<file path="src/rtl/srp_pkg.sv">
package srp_pkg;
  typedef enum logic [1:0] {
    RSEL_MID_A = 2'b00,
    RSEL_SLOW  = 2'b01,
    RSEL_MID_B = 2'b10,
    RSEL_FAST  = 2'b11
  } ratio_sel_e;
endpackage

</file>
<file path="src/rtl/srp_rst_sync.sv">
module srp_rst_sync #(
  parameter int STAGES = 2
) (
  input  logic clk_i,
  input  logic rst_ni,
  output logic rst_sync_no
);
  logic [STAGES-1:0] chain_q;
  logic [STAGES-1:0] chain_d;

  always_comb begin
    chain_d = {chain_q[STAGES-2:0], 1'b1};
  end

  always_ff @(posedge clk_i or negedge rst_ni) begin
    if (!rst_ni) chain_q <= '0;
    else         chain_q <= chain_d;
  end

  assign rst_sync_no = chain_q[STAGES-1];
endmodule

</file>
<file path="src/rtl/srp_ref_div.sv">
module srp_ref_div
  import srp_pkg::*;
#(
  parameter int DIV_MID  = 160,
  parameter int DIV_SLOW = 256,
  parameter int DIV_FAST = 128,
  parameter int CNT_W    = 8
) (
  input  logic clk_i,
  input  logic rst_ni,
  input  logic sel_hi_i,
  input  logic sel_lo_i,
  output logic tick_o
);
  ratio_sel_e       sel;
  logic [CNT_W-1:0] load_val;
  logic [CNT_W-1:0] cnt_q, cnt_d;
  logic             tick_q, tick_d;
  logic             at_term;

  assign sel = ratio_sel_e'({sel_hi_i, sel_lo_i});

  always_comb begin
    unique case (sel)
      RSEL_SLOW: load_val = CNT_W'(DIV_SLOW - 1);
      RSEL_FAST: load_val = CNT_W'(DIV_FAST - 1);
      default:   load_val = CNT_W'(DIV_MID - 1);
    endcase
  end

  // The select is sampled only at terminal count, so a period in flight is never cut.
  always_comb begin
    at_term = (cnt_q == '0);
    cnt_d   = at_term ? load_val : cnt_q - 1'b1;
    tick_d  = at_term;
  end

  always_ff @(posedge clk_i or negedge rst_ni) begin
    if (!rst_ni) begin
      cnt_q  <= '0;
      tick_q <= 1'b0;
    end else begin
      cnt_q  <= cnt_d;
      tick_q <= tick_d;
    end
  end

  assign tick_o = tick_q;
endmodule

</file>
<file path="src/rtl/srp_pfd.sv">
module srp_pfd (
  input  logic clk_i,
  input  logic rst_ni,
  input  logic ref_tick_i,
  input  logic fb_tick_i,
  input  logic mask_i,
  output logic up_o,
  output logic dn_o
);
  logic up_q, up_d;
  logic dn_q, dn_d;
  logic up_set, dn_set;

  always_comb begin
    up_set = up_q | ref_tick_i;
    dn_set = dn_q | fb_tick_i;
    if (up_set && dn_set) begin
      up_d = 1'b0;
      dn_d = 1'b0;
    end else begin
      up_d = up_set;
      dn_d = dn_set;
    end
  end

  always_ff @(posedge clk_i or negedge rst_ni) begin
    if (!rst_ni) begin
      up_q <= 1'b0;
      dn_q <= 1'b0;
    end else begin
      up_q <= up_d;
      dn_q <= dn_d;
    end
  end

  // Masking hides the requests but leaves the detector state running.
  assign up_o = up_q & ~mask_i;
  assign dn_o = dn_q & ~mask_i;
endmodule

</file>
<file path="src/rtl/synth_ref_pfd.sv">
module synth_ref_pfd #(
  parameter int DIV_MID   = 160,
  parameter int DIV_SLOW  = 256,
  parameter int DIV_FAST  = 128,
  parameter int SYNC_LEN  = 2
) (
  input  logic clk_i,
  input  logic rst_ni,
  input  logic fb_pulse_i,
  input  logic ratio_hi_i,
  input  logic ratio_lo_i,
  input  logic pump_hi_i,
  input  logic pump_off_i,
  input  logic drive_off_i,
  output logic ref_pulse_o,
  output logic pump_up_o,
  output logic pump_dn_o,
  output logic pump_hi_o,
  output logic drive_off_o
);
  localparam int DIV_MAX_A = (DIV_MID > DIV_SLOW) ? DIV_MID : DIV_SLOW;
  localparam int DIV_MAX   = (DIV_MAX_A > DIV_FAST) ? DIV_MAX_A : DIV_FAST;
  localparam int CNT_W     = $clog2(DIV_MAX);

  logic rst_sync_n;
  logic ref_tick;
  logic pump_hi_q, pump_hi_d;
  logic drive_off_q, drive_off_d;

  srp_rst_sync #(.STAGES(SYNC_LEN)) u_rst (
    .clk_i       (clk_i),
    .rst_ni      (rst_ni),
    .rst_sync_no (rst_sync_n)
  );

  srp_ref_div #(
    .DIV_MID  (DIV_MID),
    .DIV_SLOW (DIV_SLOW),
    .DIV_FAST (DIV_FAST),
    .CNT_W    (CNT_W)
  ) u_div (
    .clk_i    (clk_i),
    .rst_ni   (rst_sync_n),
    .sel_hi_i (ratio_hi_i),
    .sel_lo_i (ratio_lo_i),
    .tick_o   (ref_tick)
  );

  srp_pfd u_pfd (
    .clk_i      (clk_i),
    .rst_ni     (rst_sync_n),
    .ref_tick_i (ref_tick),
    .fb_tick_i  (fb_pulse_i),
    .mask_i     (pump_off_i),
    .up_o       (pump_up_o),
    .dn_o       (pump_dn_o)
  );

  always_comb begin
    pump_hi_d   = pump_hi_i;
    drive_off_d = drive_off_i;
  end

  always_ff @(posedge clk_i or negedge rst_sync_n) begin
    if (!rst_sync_n) begin
      pump_hi_q   <= 1'b0;
      drive_off_q <= 1'b0;
    end else begin
      pump_hi_q   <= pump_hi_d;
      drive_off_q <= drive_off_d;
    end
  end

  assign ref_pulse_o = ref_tick;
  assign pump_hi_o   = pump_hi_q;
  assign drive_off_o = drive_off_q;
endmodule

</file>
<file path="config.mk">
export PLATFORM = sky130hd
export DESIGN_NAME = synth_ref_pfd
export DESIGN_NICKNAME = d
export VERILOG_FILES = /design/src/rtl/srp_pkg.sv /design/src/rtl/srp_rst_sync.sv /design/src/rtl/srp_ref_div.sv /design/src/rtl/srp_pfd.sv /design/src/rtl/synth_ref_pfd.sv
export SDC_FILE = /design/constraint.sdc
export NUM_CORES = 1
export LEC_CHECK = 0
export BUFFER_PORTS_ARGS = -buffer_cell sky130_fd_sc_hd__clkbuf_2
export CAP_MARGIN = 10
export CELL_PAD_IN_SITES_DETAIL_PLACEMENT = 1
export CELL_PAD_IN_SITES_GLOBAL_PLACEMENT = 1
export CORE_MARGIN = 1.5
export CORE_UTILIZATION = 35
export CTS_CLUSTER_SIZE = 25
export DETAILED_ROUTE_END_ITERATION = 6
export HOLD_SLACK_MARGIN = 0.12
export PLACE_DENSITY_LB_ADDON = 0.05
export SLEW_MARGIN = 15
export SYNTH_ARGS = -nofsm -noshare
export SYNTH_HDL_FRONTEND = slang
export SYNTH_SLANG_ARGS = --single-unit
</file>
<file path="constraint.sdc">
create_clock -name clk_i -period 1.7 [get_ports clk_i]
set_input_delay 0.34 -clock clk_i [delete_from_list [all_inputs] [get_ports clk_i]]
set_output_delay 0.34 -clock clk_i [all_outputs]
set_load 0.01 [all_outputs]
</file>
==> key figures <==
STA
  • Final Max Tran Viols: 0
  • Slew @ Worst Pin: 0.5196 ns
  • RSZ-0062 raised after global routing: no
  • Final Skew: 0.005831 ns
  • Final period util: 87.75%
  • Max Fclk: 670.3 MHz
  • Hold Vio Cnt, Final: 0
  • Fin Setup TNS: 0 ns
  • Final hold slack: 0.1475 ns
  • Tmin final: 1.492 ns
  • Final setup viols: 0
  • Slew margin rel.: 65.36%

Power
  • Internal Power: 0.4661 mW
  • Combinational power share: 3.5%
  • Switching power: 0.1398 mW
  • Max IR drop VDD: 0.0005199 V
  • Leak: 0.3592 nW
  • Total Power: 0.6059 mW
  • Clk pwr share: 34.7%
  • Power density over cell area: 776.0 mW/mm²
  • Sw Share: 23.07%
  • Flop pwr share: 61.7%

Synth
  • Yosys warnings: 0
  • Post-synth top area share: 59.17%
  • Synth Flop Type: dfrtp_1
  • Largest area contributor in the netlist: dfrtp_1
  • Synth cell count leaders: dfrtp_1, nand2_1, inv_1
  • Gate Count Post-Synth: 55
  • Sequential area share after synthesis: 59.17%
  • Top cells by area, synth: dfrtp_1, xnor2_1, ha_1
  • Avg Inst Size Synth: 11.53 µm²
  • Number of synthesized flops with an enable pin: 0
  • Most frequent cell after synthesis: dfrtp_1
  • Synth async-reset ratio: 100.0%
  • Seq cells post-synth: 15
  • Syn nets: 65
  • Cell variety after synth: 21
  • Synthesized area: 634.4 µm²

Min path
  • Hold EP: drive_off_o
  • Hold/Removal Path Class: input port to flop
  • Hold Path Stages: 1
  • Hold Startpoint: drive_off_i

GRT
  • Vias in the first global route: 449
  • Grt total ovfl: 0
  • First-pass GRT wire length: 2007 µm
  • Initial antenna violation count: 0
  • Largest net degree at the start of global routing: 14
  • GRT Total Usage: 14.45%

Worst setup path
  • Max incr delay on CP: 0.54 ns
  • CP max FO: 4
  • CP startpoint: u_div.cnt_q[4]
  • CP Launch Type: flop
  • R2r endpoint: u_div.cnt_q[7]
  • Flop2flop setup slack: 0.21 ns
  • Critical path class: flop to flop
  • Reg-to-Reg Start: u_div.cnt_q[4]
  • R2R depth: 3
  • Worst Setup End Kind: flop
  • Buffers & Inverters on Critical Path: 0
  • Critical Path RT: 1.86 ns
  • CP max-delay cell: or4_4
  • Data arrival, critical path: 1.65 ns
  • CP cell instances: or4_4 -> o41ai_2 -> o31ai_1
  • CP top delay family: simple AND/OR/NAND/NOR gates

Routing
  • DR pass1 iterations: 4
  • Drt total wl: 1220 µm
  • First-iteration detailed-routing DRC count: 9
  • ANT nets after route: 0
  • Remaining DRCs: 0
  • Vias: 476
  • Vias per cell: 4.808
  • Per-cell routed wire length: 12.32 µm

Clock network
  • CTS tree: built
  • H-tree lvl count: 1
  • Worst-path clk slew: 0.09 ns
  • Max clock buf depth: 2
  • CTS Sinks: 15
  • Post-CTS Setup Bufs: 0
  • Root Driver: clkbuf_4
  • Clock latency at the later pin of the worst-skew pair: 0.29 ns
  • Num CTS Buffers: 3

Outcome
  • Status: complete, no violations

Die
  • Die width: 45.57 µm
  • Initial Utilization: 37.14%
  • Core area: 0.001708 mm²
  • Row Count: 15
  • Die Ht: 45.57 µm
  • # IOs: 13
  • Die area: 0.002077 mm²

Final layout
  • Fillers: 211
  • Antenna diodes: 0
  • Share of layout cells above drive strength 1: 28.38%
  • # nets final: 85
  • Syn-to-layout area delta: 23.08%
  • Post-layout util: 45.71%

Placed design
  • I/O Buffers: 12
  • Detailed placement HPWL: 928 µm
  • GP Congestion: 0.7410

Flow run
  • Max-cap violation count: 0
sequential cells by signal (all words and copies together) (netlist names):
| register | count |
|---|---|
| u_div.cnt_q | 8 |
| drive_off_o | 1 |
| u_rst.chain_q | 2 |
| u_pfd.dn_q | 1 |
| pump_hi_o | 1 |
| u_div.tick_o | 1 |
| u_pfd.up_q | 1 |
repair_timing:
item	in CTS	in global routing
endpoints found under the hold margin	2	0
resized for setup	0	0
hold buffers	1	0
worst max-delay path by stage:
stage          slack [ns]        endpoint  cells past startpoint
2_1_floorplan        0.38  u_div.cnt_q[7]                      3
3_3_place_gp         0.25  u_div.cnt_q[7]                      3
3_5_place_dp         0.25  u_div.cnt_q[7]                      3
4_1_cts              0.20  u_div.cnt_q[7]                      3
5_1_grt              0.11  u_div.cnt_q[7]                      3
6_report             0.21  u_div.cnt_q[7]                      3
cell families after synthesis:
family | Yosys count | synth area share [%]
adder cells (fa/ha/maj) | 2 | 3.944
other | 1 | 0.5911
AO/OA/AOI/OAI | 7 | 9.468
buffers and inverters | 4 | 2.366
AND/OR/NAND/NOR | 22 | 18.74
multiplexers | 1 | 1.578
XOR/XNOR | 3 | 4.143
flip-flops | 15 | 59.17
power groups by stage:
| stage | Sequential, mW | Combinational [mW] | Clock, mW |
|---|---|---|---|
| 6_report | 0.374 | 0.0215 | 0.210 |
| 5_1_grt | 0.377 | 0.0242 | 0.238 |
| 4_1_cts | 0.375 | 0.0218 | 0.223 |
| 3_5_place_dp | 0.382 | 0.0200 | 0 |
| 3_3_place_gp | 0.382 | 0.0195 | 0 |
| 2_1_floorplan | 0.380 | 0.00517 | 0 |
stage by stage:
step           std cells  worst slack [ns]  instance area (µm²)
2_1_floorplan         55            0.3760                634.4
3_3_place_gp          94            0.2507                740.7
3_5_place_dp          94            0.2482                740.7
4_1_cts               99            0.2047                780.7
5_1_grt               99            0.1134                780.7
6_report              99            0.2082                780.7
area by class of cell:
cell class | instances | area, µm² | share of cell area (%)
Clock buffer | 3 | 22.52 | 2.885
Clock inverter | 1 | 7.507 | 0.9615
Inverter | 4 | 15.01 | 1.923
Multi-Input combinational cell | 36 | 244.0 | 31.25
Sequential cell | 15 | 375.4 | 48.08
Tap cell | 25 | 31.28 | 4.006
Timing Repair Buffer | 15 | 85.08 | 10.90
layer usage:
layer  wire, µm  up-vias  GRT usage [%]
li1           -      225              -
met1        543      235          19.39
met2        591       14          20.00
met3         75        2          7.143
met4         10        0          5.294
met5          0        -              0
cell usage in the layout, fill, tap and decap left out, types with 2 or more instances in the layout:
master    count
buf_4         2
dfrtp_1      15
nor3b_1       2
inv_1         4
nand2_1       6
nand2b_1      2
ha_1          2
nor2b_1       2
nor2_1        3
clkbuf_2     12
clkbuf_4      3
nor3_1        3
o31ai_1       3
xnor2_1       3
Power figures use the tool's default switching activity.
